File: src/rtl/revcorr_pkg.sv
package revcorr_pkg;
  localparam int CHAN_N = 2;
  localparam int CH_RD = 0;
  localparam int CH_WR = 1;

  typedef struct packed {
    logic [CHAN_N-1:0] load;   // capture a new word into the channel register
    logic [CHAN_N-1:0] flip;   // apply the obverse-complement transform
  } corrStrobe_t;
endpackage

File: src/rtl/revcorr_ctl.sv
module revcorr_ctl
  import revcorr_pkg::*;
(
  input  logic              clk,
  input  logic              rstN,
  input  logic              modeLoad,
  input  logic              modeValue,
  input  logic [CHAN_N-1:0] inValid,
  input  logic [CHAN_N-1:0] inReverse,
  input  logic [CHAN_N-1:0] outReady,
  output logic [CHAN_N-1:0] inReady,
  output logic [CHAN_N-1:0] outValid,
  output corrStrobe_t       strb
);
  logic corrOn;

  // mode register: resets to the compatible (raw) setting
  always_ff @(posedge clk or negedge rstN) begin
    if (!rstN)         corrOn <= 1'b0;
    else if (modeLoad) corrOn <= modeValue;
  end

  for (genvar c = 0; c < CHAN_N; c++) begin : g_chan
    logic accept;
    assign inReady[c]   = !outValid[c] || outReady[c];
    assign accept       = inValid[c] && inReady[c];
    assign strb.load[c] = accept;
    assign strb.flip[c] = inReverse[c] && corrOn;

    always_ff @(posedge clk or negedge rstN) begin
      if (!rstN)            outValid[c] <= 1'b0;
      else if (accept)      outValid[c] <= 1'b1;
      else if (outReady[c]) outValid[c] <= 1'b0;
    end
  end
endmodule

File: src/rtl/revcorr_dp.sv
module revcorr_dp
  import revcorr_pkg::*;
#(
  parameter int GRP_W = 3,
  parameter int GRP_N = 4,
  localparam int WORD_W = GRP_W * GRP_N
) (
  input  logic              clk,
  input  logic              rstN,
  input  corrStrobe_t       strb,
  input  logic [WORD_W-1:0] rdInData,
  input  logic [WORD_W-1:0] wrInData,
  output logic [WORD_W-1:0] rdOutData,
  output logic [WORD_W-1:0] wrOutData
);
  logic [CHAN_N-1:0][WORD_W-1:0] inWord;
  logic [CHAN_N-1:0][WORD_W-1:0] heldWord;

  assign inWord[CH_RD] = rdInData;
  assign inWord[CH_WR] = wrInData;

  for (genvar c = 0; c < CHAN_N; c++) begin : g_chan
    logic [WORD_W-1:0] obverse;
    logic [WORD_W-1:0] nextWord;

    // mirror digit order, invert every bit; applying it twice is identity
    for (genvar g = 0; g < GRP_N; g++) begin : g_grp
      assign obverse[(GRP_N-1-g)*GRP_W +: GRP_W] = ~inWord[c][g*GRP_W +: GRP_W];
    end

    assign nextWord = strb.flip[c] ? obverse : inWord[c];

    always_ff @(posedge clk or negedge rstN) begin
      if (!rstN)             heldWord[c] <= '0;
      else if (strb.load[c]) heldWord[c] <= nextWord;
    end
  end

  assign rdOutData = heldWord[CH_RD];
  assign wrOutData = heldWord[CH_WR];
endmodule

File: src/rtl/revcorr_top.sv
module revcorr_top
  import revcorr_pkg::*;
#(
  parameter int GRP_W = 3,
  parameter int GRP_N = 4,
  localparam int WORD_W = GRP_W * GRP_N
) (
  input  logic              clk,
  input  logic              rstN,
  input  logic              modeLoad,
  input  logic              modeValue,
  input  logic              rdInValid,
  output logic              rdInReady,
  input  logic [WORD_W-1:0] rdInData,
  input  logic              rdInReverse,
  output logic              rdOutValid,
  input  logic              rdOutReady,
  output logic [WORD_W-1:0] rdOutData,
  input  logic              wrInValid,
  output logic              wrInReady,
  input  logic [WORD_W-1:0] wrInData,
  input  logic              wrInReverse,
  output logic              wrOutValid,
  input  logic              wrOutReady,
  output logic [WORD_W-1:0] wrOutData
);
  corrStrobe_t       strb;
  logic [CHAN_N-1:0] inReady;
  logic [CHAN_N-1:0] outValid;

  revcorr_ctl u_ctl (
    .clk       (clk),
    .rstN      (rstN),
    .modeLoad  (modeLoad),
    .modeValue (modeValue),
    .inValid   ({wrInValid, rdInValid}),
    .inReverse ({wrInReverse, rdInReverse}),
    .outReady  ({wrOutReady, rdOutReady}),
    .inReady   (inReady),
    .outValid  (outValid),
    .strb      (strb)
  );

  revcorr_dp #(.GRP_W(GRP_W), .GRP_N(GRP_N)) u_dp (
    .clk       (clk),
    .rstN      (rstN),
    .strb      (strb),
    .rdInData  (rdInData),
    .wrInData  (wrInData),
    .rdOutData (rdOutData),
    .wrOutData (wrOutData)
  );

  assign rdInReady  = inReady[CH_RD];
  assign wrInReady  = inReady[CH_WR];
  assign rdOutValid = outValid[CH_RD];
  assign wrOutValid = outValid[CH_WR];
endmodule

File: config.mk
export PLATFORM = sky130hd
export DESIGN_NAME = revcorr_top
export DESIGN_NICKNAME = d
export VERILOG_FILES = /design/src/rtl/revcorr_pkg.sv /design/src/rtl/revcorr_ctl.sv /design/src/rtl/revcorr_dp.sv /design/src/rtl/revcorr_top.sv
export SDC_FILE = /design/constraint.sdc
export NUM_CORES = 1
export LEC_CHECK = 0
export CAP_MARGIN = 20
export CORE_MARGIN = 8
export CORE_UTILIZATION = 42
export DETAILED_ROUTE_END_ITERATION = 10
export MAX_ROUTING_LAYER = met4
export PLACE_DENSITY_LB_ADDON = 0.12
export RECOVER_POWER = 50
export SYNTH_ARGS = -nofsm -noshare
export SYNTH_HDL_FRONTEND = slang
export SYNTH_HIERARCHICAL = 1
export SYNTH_SLANG_ARGS = --single-unit
File: constraint.sdc
create_clock -name clk -period 1.4 [get_ports clk]
set_input_delay 0.42 -clock clk [delete_from_list [all_inputs] [get_ports clk]]
set_output_delay 0.42 -clock clk [all_outputs]
set_load 0.05 [all_outputs]
==> Yosys cells after proc, flatten, opt, wreduce, memory -nomap -nowiden <==
Cells that the tools add are included.
{ "word_totals": {"in_bits": 34, "wordCells": 29, "regBits": 27} }
{ "op_classes": {"n_bitwise": 8, "n_reduce_logical": 10, "n_mux": 6} }
{ "op_table": {"columns": ["operator", "count"], "rows": [
  ["$mux W12", 2],
  ["$not A3 Y3", 8],
  ["$logic_and A1 B1 Y1", 4],
  ["$mux W1", 4],
  ["$reduce_bool A2 Y1", 2],
  ["$logic_not A1 Y1", 2],
  ["$logic_or A1 B1 Y1", 2]
]} }

==> Depth between registers and ports, before layout <==
Gate-level depths: netlist (run 1).
{ "logic_depth": {"ltp_word": 4, "mapped_depth": 7} }

==> Cells and area by module <==
Netlist (run 1), hierarchy kept.
{ "modules_own_cells": {"columns": ["mod", "cells_each", "instances", "seq_area_each_um2", "area_each_um2"], "rows": [
  ["revcorr_dp", 128, 1, 600.6, 1246.2],
  ["revcorr_ctl", 14, 1, 75.1, 170.2]
]} }

==> Least setup slack after synthesis (run 1) <==
No wires, ideal clock.
{ "synth_path": {"path_kind": "flip-flop to flip-flop", "start": "register u_ctl.outValid[1]", "end": "register u_dp.heldWord, in the netlist u_dp/wrOutData[5]", "synth_period_minus_slack_ps": 1791, "setup_time_ps": 120, "t_arrival_ps": 1671, "stages_incl_launch_ff": 7, "required_ps": 1280, "setup_slack_ps": -391, "path_buffers": 3, "cell_sequence": "dfrtp_1 > nand2b_4 > and2_1 > buf_4 > buf_4 > buf_6 > a31o_2"} }
{ "synth_via": {"elab_chain_cells": 3} }
{ "synth_lines": {"columns": ["element", "line", "text"], "rows": [
  ["start: declaration", "revcorr_ctl.sv:12", "output logic [CHAN_N-1:0] outValid,"],
  ["start signal: indexed assignment", "revcorr_ctl.sv:31", "if (!rstN) outValid[c] <= 1'b0;"],
  ["start signal: indexed assignment", "revcorr_ctl.sv:32", "else if (accept) outValid[c] <= 1'b1;"],
  ["start signal: indexed assignment", "revcorr_ctl.sv:33", "else if (outReady[c]) outValid[c] <= 1'b0;"],
  ["$logic_not A1 Y1", "revcorr_ctl.sv:25", "assign inReady[c] = !outValid[c] || outReady[c];"],
  ["$logic_or A1 B1 Y1", "revcorr_ctl.sv:25", null],
  ["named net wrInReady", "revcorr_top.sv:20", "output logic wrInReady,"],
  ["$logic_and A1 B1 Y1", "revcorr_ctl.sv:26", "assign accept = inValid[c] && inReady[c];"],
  ["named net u_ctl.g_chan[1].accept", "revcorr_ctl.sv:24", "logic accept;"],
  ["end signal: indexed assignment", "revcorr_dp.sv:35", "else if (strb.load[c]) heldWord[c] <= nextWord;"],
  ["end: declaration", "revcorr_dp.sv:17", "logic [CHAN_N-1:0][WORD_W-1:0] heldWord;"]
]} }
The timed path passes the listed nets, and every way through them passes these cells.
A chain may end at the register's enable or synchronous reset.

==> Final worst setup path (run 1) <==
{ "layout_path": {"start": "register u_ctl.outValid[0]", "end": "output port rdInReady"} }
{ "layout_via": {"elab_chain_cells": 2} }
{ "layout_lines": {"columns": ["element", "line", "text"], "rows": [
  ["$logic_not A1 Y1", "revcorr_ctl.sv:25", null],
  ["$logic_or A1 B1 Y1", "revcorr_ctl.sv:25", null],
  ["end: declaration", "revcorr_top.sv:13", "output logic rdInReady,"]
]} }
No other way between the ends.

==> out/qor.txt, run 1 <==
==================================================================================
Status                                                                finished with violations
Violated checks                                                       negative setup slack
CP required                                                                 980 ps
Portion of total power attributed to the clock network                       12.7%
Portion of total power attributed to combinational logic                     50.3%
Max FO, Critical Path                                                            2
Power density over the cells                                          1120 mW/mm^2
Headroom to the max-slew limit                                               54.2%
RSZ-0062 raised after global routing                                           yes
Cell types with the largest area share after synthesis                sky130_fd_sc_hd__dfrtp_1 48%, sky130_fd_sc_hd__nand2b_1 11%, sky130_fd_sc_hd__a31oi_1 5.3%, sky130_fd_sc_hd__a31o_2 4.9%, sky130_fd_sc_hd__nor2b_1 3.5%
Cell area after synthesis                                             0.00142 sq mm
Worst path max stage delay                                                  470 ps
Number of antenna violations at the first check in global routing                0
Number of routed nets with antenna violations                                    0
Die W                                                                 74.1 microns
Max Clock Freq                                                             693 MHz
Die Span Y                                                            74.1 microns
Fraction of post-synthesis cell area in the top cell type by area            47.7%
Number of vias after detailed routing                                         1280
Fill count                                                                     230
Root buffer selected by CTS                                           sky130_fd_sc_hd__clkbuf_4
Post-synth cell types                                                           18
Sum of overflow across all layers after global routing                           0
Vias in the first global route                                                1430
Final Slew Violations                                                            0
Synth area leader                                                     sky130_fd_sc_hd__dfrtp_1
Cell depth of the worst hold path                                                1
Internal cell power                                                        1.74 mW
Area taken by flip-flops and latches                                     678 sq um
Maximum number of pins on one net before global-route repair                    28
Number of DRC markers in iteration 0                                            58
Number of primary I/O pins                                                      62
Aggregate routed wire length                                               4.12 mm
Length of the first detailed-routing pass in iterations                          4
Crit Reg-Reg Endpoint                                                 u_dp/rdOutData[3]
Reg-to-Reg Start                                                      u_ctl/outValid[0]
Worst hold path class                                                   reg -> reg
Multi-input gate area in the final layout                                676 sq um
Final HPWL from detailed placement                                         3.13 mm
Hold bufs inserted after CTS                                                     0
Setup slack of the most critical reg-to-reg path                             10 ps
DRC viols                                                                        0
Clock network latency to the later pin of the worst-skew pair               330 ps
Worst r2r path cells                                                             6
Max-capacitance violation count                                                  0
Sequential fraction of the synthesis area                                    47.7%
Global router's overall resource usage                                       16.1%
First-pass GRT wire length                                                 6.66 mm
Pre-CTS WS                                                                 -397 ps
Sequential fraction of design power                                          37.0%
Post-synthesis to final-layout area growth                                   75.0%
Per-cell routed wire length                                           15.9 microns
Worst-path clk slew                                                         150 ps
Share of final-layout standard cells stronger than drive strength 1          33.8%
Switching pwr                                                              1.04 mW
Final setup slack of the worst path                                       -43.8 ps
Shortest clock period the worst path allows after layout                   1440 ps
Core Footprint                                                        0.00328 sq mm
Sink count of the clock tree                                                    27
Fin. Hold Viols                                                                  0
Startpoint types                                                              flop
Antenna diode instance count                                                     0
Final Util                                                                   75.5%
Hold EP                                                               u_ctl/corrOn
Worst ir drop on vdd                                                      0.556 mV
Worst Setup End Kind                                                   output port
Ratio of final minimum period to clock period                                 103%
Initial Util                                                                 43.1%
Net Count, Synth                                                               176
Slowest cell on the critical path                                     sky130_fd_sc_hd__dfrtp_2
Cell Rows                                                                       21
Mean cell area of the mapped netlist                                    9.97 sq um
Synthesized flop and latch total                                                27
Average vias per placed instance                                              4.94
Critical Path, Cell by Cell                                           nand2b_4 > buf_12
Number of setup violations in the final report                                   5
Net Sw Frac                                                                  37.4%
Overall die area                                                      0.00549 sq mm
Total of warnings raised by yosys                                                6
CP Data Arrival Time                                                       1020 ps
Number of buffers created by CTS                                                 3
Post-route clock skew                                                      3.50 ps
Worst setup path category                                               reg -> out
Port-buffer cells                                                               61
Reported leakage power                                                     1.08 nW
Hold path startpoint                                                  u_ctl/corrOn
Number of H-tree levels                                                          1
Final estimated routing congestion in global placement                       0.755
Clock tree from TritonCTS                                                      yes
Actual slew at the worst max-slew pin                                       687 ps
Final nets                                                                     248
Clock buffer depth                                                               2
Synthesized instance count                                                     142
==================================================================================
[per-layer routing]
layer,vias to the layer above,GRT usage (%),wire (microns)
met1,620,16.5,1630
met5,-,-,0
met3,8,3.64,190
met4,0,6.43,67
met2,39,28.7,2230
li1,613,-,-
[critical path: cells and delay by family (launching register included)]
kind | cells | cell delay [ps]
buf+inv | 1 | 130
simple gates | 1 | 90
flops | 1 | 470
[timing repair]
item                                   CTS  global route
endpoints found under the hold margin    0             0
setup buffers                            2             2
setup endpoints to repair                9            13
resized for setup                        5             2
pin swaps                                0             5
cloned                                   1             1
[flip-flops by register name, summed over array words and instances (netlist names)]
signal / flops
u_ctl/outValid: 2
u_dp/rdOutData: 12
u_ctl/corrOn: 1
u_dp/wrOutData: 12
[layout make-up]
| class | instances | area share, % |
|---|---|---|
| multi-input cells | 106 | 27.3 |
| repair buffers | 76 | 42.0 |
| well taps | 46 | 2.32 |
| flip-flops and latches | 27 | 27.4 |
| clock buffers | 4 | 1.06 |
[placed cells by master (no fill, tap or decap), types with 3 or more instances in the layout]
| cell type | count |
|---|---|
| sky130_fd_sc_hd__a31oi_1 | 12 |
| sky130_fd_sc_hd__or2_2 | 6 |
| sky130_fd_sc_hd__a31o_1 | 4 |
| sky130_fd_sc_hd__a31o_2 | 8 |
| sky130_fd_sc_hd__nor2_1 | 12 |
| sky130_fd_sc_hd__and2_2 | 3 |
| sky130_fd_sc_hd__buf_4 | 10 |
| sky130_fd_sc_hd__nand2b_1 | 26 |
| sky130_fd_sc_hd__buf_12 | 30 |
| sky130_fd_sc_hd__nor2b_1 | 8 |
| sky130_fd_sc_hd__and2b_1 | 4 |
| sky130_fd_sc_hd__dfrtp_1 | 25 |
| sky130_fd_sc_hd__clkbuf_4 | 3 |
| sky130_fd_sc_hd__nand2_1 | 12 |
| sky130_fd_sc_hd__clkdlybuf4s50_1 | 29 |
[worst max-delay path by stage]
stage | start | to | cells past startpoint
2_1_floorplan | u_ctl/outValid[1] | u_dp/wrOutData[5] | 6
3_3_place_gp | rdInReverse | u_dp/rdOutData[11] | 5
3_5_place_dp | rdInReverse | u_dp/rdOutData[3] | 5
4_1_cts | u_ctl/outValid[0] | rdInReady | 2
5_1_grt | u_ctl/outValid[0] | rdInReady | 2
6_report | u_ctl/outValid[0] | rdInReady | 2
[through the flow]
| stage | total power [mW] | TNS [ps] | hold WS (ps) | cell area (sq um) | cells |
|---|---|---|---|---|---|
| 2_1_floorplan | 1.67 | -1410 | 124 | 1440 | 142 |
| 4_1_cts | 2.81 | -105 | 432 | 2500 | 257 |
| 5_1_grt | 2.89 | -681 | 599 | 2480 | 259 |
| 6_report | 2.78 | -112 | 581 | 2480 | 259 |
| 3_5_place_dp | 2.44 | -7400 | 540 | 2430 | 252 |
| 3_3_place_gp | 2.40 | -6750 | 516 | 2430 | 252 |
[power by group through the flow]
stage          clock network (mW)  registers, mW  logic [mW]
2_1_floorplan                   0           1.37       0.295
6_report                    0.352           1.03        1.40
3_5_place_dp                    0           1.04        1.40
5_1_grt                     0.387           1.04        1.46
3_3_place_gp                    0           1.04        1.37
4_1_cts                     0.362           1.03        1.42
[cell usage after synthesis]
library cell and number:
sky130_fd_sc_hd__and2_1 4, sky130_fd_sc_hd__nor2_1 12, sky130_fd_sc_hd__buf_4 4, sky130_fd_sc_hd__or2_0 2
sky130_fd_sc_hd__a31o_2 8, sky130_fd_sc_hd__nand2b_4 2, sky130_fd_sc_hd__or2_2 8, sky130_fd_sc_hd__buf_6 4
sky130_fd_sc_hd__nor2b_1 8, sky130_fd_sc_hd__a31oi_1 12, sky130_fd_sc_hd__dfrtp_1 27, sky130_fd_sc_hd__nand2b_1 26
sky130_fd_sc_hd__and2b_1 4, sky130_fd_sc_hd__buf_2 2, sky130_fd_sc_hd__or2_1 2, sky130_fd_sc_hd__nand2_1 12
sky130_fd_sc_hd__mux2_4 1, sky130_fd_sc_hd__a31o_1 4
[cell families after synthesis]
| kind of cell | synth area share (%) |
|---|---|
| AO/OA/AOI/OAI | 12.7 |
| buffers and inverters | 6.01 |
| flip-flops | 47.7 |
| multiplexers | 1.06 |
| AND/OR/NAND/NOR | 32.5 |
Note: power is estimated with default switching activity, not from simulation.
==> run 2: changes to the inputs <==
--- a/config.mk
+++ b/config.mk
@@ -6,8 +6,10 @@
 export NUM_CORES = 1
 export LEC_CHECK = 0
 export CAP_MARGIN = 20
+export CELL_PAD_IN_SITES_DETAIL_PLACEMENT = 1
+export CELL_PAD_IN_SITES_GLOBAL_PLACEMENT = 1
 export CORE_MARGIN = 8
-export CORE_UTILIZATION = 42
+export CORE_UTILIZATION = 30
 export DETAILED_ROUTE_END_ITERATION = 10
 export MAX_ROUTING_LAYER = met4
 export PLACE_DENSITY_LB_ADDON = 0.12
==> constraint.sdc (replaced) <==
create_clock -name clk -period 1.4 [get_ports clk]
set_input_delay 0.35 -clock clk [delete_from_list [all_inputs] [get_ports clk]]
set_output_delay 0.35 -clock clk [all_outputs]
set_load 0.05 [all_outputs]
==> run 2 against run 1 <==
  * Critical endpoint is now u_dp/wrOutData[11]
  * The flow now finishes without violations
  * Utilization down 21 points
  * Clock power up 30%
  * Cell count rose by 3.9%
  * Power up 4.6%
  * Non-clock buffer count increased by 3
==> out/qor.txt, run 2 (same netlist as run 1, synthesis figures left out) <==
==================================================================================
Clock network latency to the later pin of the worst-skew pair               270 ps   -60 ps
Worst hold path class                                                   reg -> reg
Aggregate routed wire length                                               4.59 mm   +11%
Die W                                                                 84.7 microns   +14%
Number of antenna violations at the first check in global routing                0   unchanged
Number of vias after detailed routing                                         1294   +1.1%
Clock tree from TritonCTS                                                      yes
Per-cell routed wire length                                           17.0 microns   +7.3%
Most frequent cells in the layout                                     30 x sky130_fd_sc_hd__clkdlybuf4s50_1, 29 x sky130_fd_sc_hd__buf_12, 26 x sky130_fd_sc_hd__nand2b_1
Switching pwr                                                              1.06 mW   +2.1%
Number of primary I/O pins                                                      62   unchanged
Sequential fraction of design power                                          35.3%   -1.7 points
Post-synthesis to final-layout area growth                                   79.1%
Headroom to the max-slew limit                                               52.5%   -1.7 points
Overall die area                                                      0.00718 sq mm   +31%
Internal cell power                                                        1.85 mW   +6.2%
Cell area after layout                                                0.00254 sq mm   +2.3%
Fill count                                                                     489   +110%
Most common library cell in the layout ignoring fill and taps         sky130_fd_sc_hd__clkdlybuf4s50_1
Sink count of the clock tree                                                    27   unchanged
Shortest clock period the worst path allows after layout                   1390 ps   -56.3 ps
CP Data Arrival Time                                                       1560 ps   +540 ps
Max-capacitance violation count                                                  0   unchanged
Number of routed nets with antenna violations                                    0   unchanged
Core Footprint                                                        0.00463 sq mm   +41%
CP required                                                                1570 ps   +590 ps
Maximum number of pins on one net before global-route repair                    28   unchanged
Share of final-layout standard cells stronger than drive strength 1          34.4%   +0.62 points
Post-route clock skew                                                      1.70 ps   -1.80 ps
Final estimated routing congestion in global placement                       0.736   -2.4%
Final Slew Violations                                                            0   unchanged
Vias in the first global route                                                1552   +8.5%
DRC viols                                                                        0   unchanged
Reported leakage power                                                     1.11 nW   +2.6%
Worst ir drop on vdd                                                      0.451 mV   -19%
Total placed instance area                                            0.00245 sq mm   +0.51%
Sum of overflow across all layers after global routing                           0   unchanged
Number of DRC markers in iteration 0                                            43   -26%
Root buffer selected by CTS                                           sky130_fd_sc_hd__clkbuf_8
Hold bufs inserted after CTS                                                     0   unchanged
Number of H-tree levels                                                          1   unchanged
Portion of total power attributed to the clock network                       15.7%   +3.0 points
Initial Util                                                                 30.6%   -13 points
Actual slew at the worst max-slew pin                                       713 ps   +25.1 ps
Max Clock Freq                                                             721 MHz   +4.1%
Cell Rows                                                                       25   +19%
Antenna diode instance count                                                     0   unchanged
Number of buffers created by CTS                                                 3   unchanged
Max FO, Critical Path                                                           12   +10
Worst Setup End Kind                                                          flop
Status                                                                   completed
Average vias per placed instance                                              4.81   -2.7%
Fin. Hold Viols                                                                  0   unchanged
First-pass GRT wire length                                                 7.61 mm   +14%
Final HPWL from detailed placement                                         3.61 mm   +15%
Power density over the cells                                          1150 mW/mm^2   +2.3%
Final Util                                                                   54.8%   -21 points
Port-buffer cells                                                               61   unchanged
Startpoint types                                                         input pin
Portion of total power attributed to combinational logic                     49.0%   -1.3 points
Net Sw Frac                                                                  36.5%   -0.93 points
Number of setup violations in the final report                                   0   -5
Length of the first detailed-routing pass in iterations                          4   unchanged
Worst setup path category                                                in -> reg
Worst-path clk slew                                                         100 ps   -50 ps
Global router's overall resource usage                                       13.7%   -2.4 points
Ratio of final minimum period to clock period                                99.1%   -4.0 points
Final nets                                                                     250   +0.81%
Clock buffer depth                                                               2   unchanged
Die Span Y                                                            84.7 microns   +14%
==================================================================================
## run 2: stage by stage
| stage | hold slack (ps) | worst slack (ps) | cells | total power [mW] | setup TNS (ps) |
|---|---|---|---|---|---|
| finish | 555 | 12.5 | 269 | 2.91 | 0 |
| CTS | 436 | 1.47 | 267 | 2.92 | 0 |
| detailed placement | 525 | -342 | 262 | 2.46 | -6070 |
| floorplan | 54.4 | -142 | 142 | 1.67 | -1410 |
| global placement | 513 | -298 | 262 | 2.41 | -4780 |
| global route | 583 | -3.42 | 269 | 3.05 | -3.42 |
## run 2: worst paths after layout
kind	from	endpoint	slack, ps	depth (start not counted)
setup reg to reg	u_ctl/corrOn	u_dp/wrOutData[11]	50	4
min in group asynchronous	rstN	u_dp/wrOutData[9]	650	2
setup / recovery	wrInReverse	u_dp/wrOutData[11]	10	5
max in group asynchronous	rstN	u_ctl/outValid[0]	250	2
hold reg to reg	u_ctl/corrOn	u_ctl/corrOn	560	1
hold / removal	u_ctl/corrOn	u_ctl/corrOn	560	1
## run 2: power by group through the flow
| stage | clock [mW] | combinational, mW | sequential (mW) |
|---|---|---|---|
| after floorplan | 0 | 0.295 | 1.37 |
| after CTS | 0.462 | 1.43 | 1.03 |
| after global routing | 0.511 | 1.49 | 1.04 |
| after detailed placement | 0 | 1.41 | 1.05 |
| final | 0.456 | 1.42 | 1.03 |
| after global placement | 0 | 1.37 | 1.04 |
## run 2: routing by layer
metal / wire length [microns] / vias up / share of wire, % / track usage (%)
li1: - / 614 / - / -
met3: 248 / 2 / 5.4 / 3.61
met2: 2600 / 32 / 57 / 26.1
met1: 1720 / 646 / 37 / 13.3
met5: 0 / - / 0 / -
met4: 19 / 0 / 0.41 / 3.24
## run 2: layout make-up
cell class / instances / area, sq um / share of cell area, %
clock buffers: 4 / 45.0 / 1.78
multi-input cells: 105 / 679 / 26.8
well taps: 54 / 67.6 / 2.66
flip-flops and latches: 27 / 678 / 26.7
repair buffers: 79 / 1070 / 42.0
## run 2: critical path, cell delays in order
cell and delay, ps:
sky130_fd_sc_hd__clkdlybuf4s50_1 390, sky130_fd_sc_hd__and2_4 150, sky130_fd_sc_hd__buf_12 130, sky130_fd_sc_hd__or2_2 300
sky130_fd_sc_hd__a31o_2 230
## run 2: repair_timing
item                                    4_1_cts  5_1_grt
cloned                                        1        0
resized for setup                             6        3
hold endpoints to repair                      0        0
pin swaps                                     1        0
setup buffers                                 1        2
endpoints found under the setup margin       11        4
==> run 3: changes to the inputs <==
--- a/config.mk
+++ b/config.mk
@@ -9,7 +9,7 @@
 export CELL_PAD_IN_SITES_DETAIL_PLACEMENT = 1
 export CELL_PAD_IN_SITES_GLOBAL_PLACEMENT = 1
 export CORE_MARGIN = 8
-export CORE_UTILIZATION = 30
+export CORE_UTILIZATION = 33
 export DETAILED_ROUTE_END_ITERATION = 10
 export MAX_ROUTING_LAYER = met4
 export PLACE_DENSITY_LB_ADDON = 0.12
==> constraint.sdc (replaced) <==
create_clock -name clk -period 1.6 [get_ports clk]
set_input_delay 0.4 -clock clk [delete_from_list [all_inputs] [get_ports clk]]
set_output_delay 0.4 -clock clk [all_outputs]
set_load 0.05 [all_outputs]
==> run 3 against run 2 <==
  * Cell count down 2.2%
  * Power down 19%
  * Critical path depth unchanged
  * Combinational power down 24%
  * Critical path type unchanged
  * Critical endpoint unchanged
  * Largest cell class unchanged
==> out/qor.txt, run 3 (same netlist as run 1, synthesis figures left out) <==
==================================================================================
Per-cell routed wire length                                           15.7 microns   -7.9%
Met3 GRT Util                                                                2.74%   -0.87 points
Setup TNS after final layout                                                  0 ps   unchanged
Clock buffer depth                                                               2   unchanged
Hold EP                                                               u_dp/rdOutData[8]
Busiest layer in global routing                                               met2
Hold path startpoint                                                  u_dp/rdOutData[8]
Final Slew Violations                                                            0   unchanged
Actual slew at the worst max-slew pin                                       689 ps   -23.3 ps
Global routing usage on met2                                                 22.8%   -3.3 points
Number of setup violations in the final report                                   0   unchanged
Pre-CTS WS                                                                 -199 ps   +143 ps
Worst Setup End Kind                                                          flop
Slowest cell on the critical path                                     sky130_fd_sc_hd__clkdlybuf4s50_1
DRC viols                                                                        0   unchanged
Die Span Y                                                            81.5 microns   -3.8%
Reg-to-Reg Start                                                      u_ctl/corrOn
Number of DRC markers in iteration 0                                            53   +23%
CP Data Arrival Time                                                       1680 ps   +120 ps
Final HPWL from detailed placement                                         3.31 mm   -8.3%
Vias in the first global route                                                1402   -9.7%
Number of buffers created by CTS                                                 3   unchanged
Hold bufs inserted after CTS                                                     0   unchanged
Critical Path, Cell by Cell                                           clkdlybuf4s50_1 > and2_0 > buf_12 > or2_2 > a31o_2
Max-capacitance violation count                                                  0   unchanged
Met1 track demand over resource                                              15.1%   +1.8 points
RSZ-0062 raised after global routing                                            no
Max FO, Critical Path                                                           24   +12
Die W                                                                 81.5 microns   -3.8%
Final instance count without filler cells                                      263   -2.2%
Worst-path clk slew                                                         100 ps   about the same
Global router's overall resource usage                                       13.2%   -0.44 points
Sum of overflow across all layers after global routing                           0   unchanged
Root buffer selected by CTS                                           sky130_fd_sc_hd__clkbuf_8
Length of the first detailed-routing pass in iterations                          3   -1
Number of routed nets with antenna violations                                    0   unchanged
Worst hold slack                                                            544 ps   -11.0 ps
Cell Rows                                                                       24   -4.0%
Kind of cell with the highest combined delay on the critical path     buffers and inverters
Number of primary I/O pins                                                      62   unchanged
Average vias per placed instance                                              4.74   -1.5%
Clock tree from TritonCTS                                                      yes
Power density over the cells                                          1020 mW/mm^2   -11%
Headroom to the max-slew limit                                               54.0%   +1.6 points
Overall die area                                                      0.00664 sq mm   -7.4%
Buffering stage count on the worst path with inverters included                  2   unchanged
Aggregate routed wire length                                               4.13 mm   -9.9%
Setup slack of the most critical reg-to-reg path                            210 ps   +160 ps
Share of final-layout standard cells stronger than drive strength 1          30.8%   -3.6 points
Startpoint types                                                         input pin
Sink count of the clock tree                                                    27   unchanged
Fill count                                                                     458   -6.3%
Status                                                                   completed
Ratio of final minimum period to clock period                                93.5%
Post-synthesis to final-layout area growth                                   64.0%
Initial Util                                                                 33.5%   +2.9 points
Worst path max stage delay                                                  390 ps   about the same
Number of cells after detailed placement                                       259   -1.1%
Clock network latency to the later pin of the worst-skew pair               280 ps   about the same
Setup fix buffers added after clock tree synthesis                               0   -1
Reported leakage power                                                     1.02 nW   -8.2%
Worst ir drop on vdd                                                      0.435 mV   -3.6%
Antenna diode instance count                                                     0   unchanged
Maximum number of pins on one net before global-route repair                    28   unchanged
Final nets                                                                     246   -1.6%
Port-buffer cells                                                               61   unchanged
Total placed instance area                                            0.00243 sq mm   -0.61%
Shortest clock period the worst path allows after layout                   1500 ps
Cell area after layout                                                0.00232 sq mm   -8.4%
Most common library cell in the layout ignoring fill and taps         sky130_fd_sc_hd__clkdlybuf4s50_1
Worst hold path class                                                   reg -> reg
Most frequent cells in the layout                                     29 x sky130_fd_sc_hd__clkdlybuf4s50_1, 27 x sky130_fd_sc_hd__dfrtp_1, 26 x sky130_fd_sc_hd__nand2b_1
Post-route clock skew                                                      7.11 ps   +5.42 ps
Number of antenna violations at the first check in global routing                0   unchanged
First-pass GRT wire length                                                 6.71 mm   -12%
Worst setup path category                                                in -> reg
Core Footprint                                                        0.00423 sq mm   -8.5%
Final setup slack of the worst path                                         104 ps   +91.4 ps
Max Clock Freq                                                             668 MHz
Count of cells resized by post-cts repair                                        2   -4
Crit Reg-Reg Endpoint                                                 u_dp/wrOutData[11]
Worst r2r path cells                                                             4   unchanged
Cell depth of the worst hold path                                                2   +1
CP required                                                                1780 ps   +210 ps
Final estimated routing congestion in global placement                       0.734   -0.29%
Fin. Hold Viols                                                                  0   unchanged
Number of H-tree levels                                                          1   unchanged
Number of vias after detailed routing                                         1246   -3.7%
==================================================================================
==> run 3: worst register-to-register path, stage by stage (launching register included) <==
cell                      delay (ps)
sky130_fd_sc_hd__dfrtp_1         410
sky130_fd_sc_hd__and2_0          180
sky130_fd_sc_hd__buf_12          170
sky130_fd_sc_hd__or2_2           300
sky130_fd_sc_hd__a31o_2          230
==> run 3: per-stage QoR <==
stage	util [%]	total power [mW]
floorplan	-	1.45
global placement	57.4	2.10
detailed placement	57.4	2.14
CTS	58.5	2.55
global route	54.9	2.48
finish	54.9	2.36
==> run 3: layer usage <==
metal  share of wire, %  wire (microns)
met5                  0               0
met4               0.73              30
met3                6.2             255
met2                 52            2140
met1                 41            1700
==> run 3: cell type report <==
class	count	area, sq um	share of cell area, %
multi-input combinational	105	656	28.2
timing repair buffer	75	878	37.8
clock inverter	1	7.51	0.323
tap	52	65.1	2.80
sequential	27	676	29.1
clock buffer	3	41.3	1.78
==> run 3: how the worst max path moves through the flow <==
stage | startpoint | cells after the start | slack (ps) | to
global placement | rdOutReady | 6 | -160 | u_dp/rdOutData[4]
CTS | wrInReverse | 5 | 130 | u_dp/wrOutData[4]
floorplan | u_ctl/outValid[1] | 6 | 5 | u_dp/wrOutData[5]
detailed placement | rdOutReady | 6 | -200 | u_dp/rdOutData[3]
global route | wrInReverse | 5 | 60 | u_dp/wrOutData[3]
finish | wrInReverse | 5 | 100 | u_dp/wrOutData[11]
==> run 3: report_power, final <==
| group | leakage [nW] | internal (mW) | total, mW | switching [mW] |
|---|---|---|---|---|
| registers | 0.313 | 0.783 | 0.872 | 0.0891 |
| clock network | 0.0217 | 0.177 | 0.408 | 0.231 |
| logic | 0.682 | 0.503 | 1.08 | 0.581 |
| total | 1.02 | 1.46 | 2.36 | 0.900 |
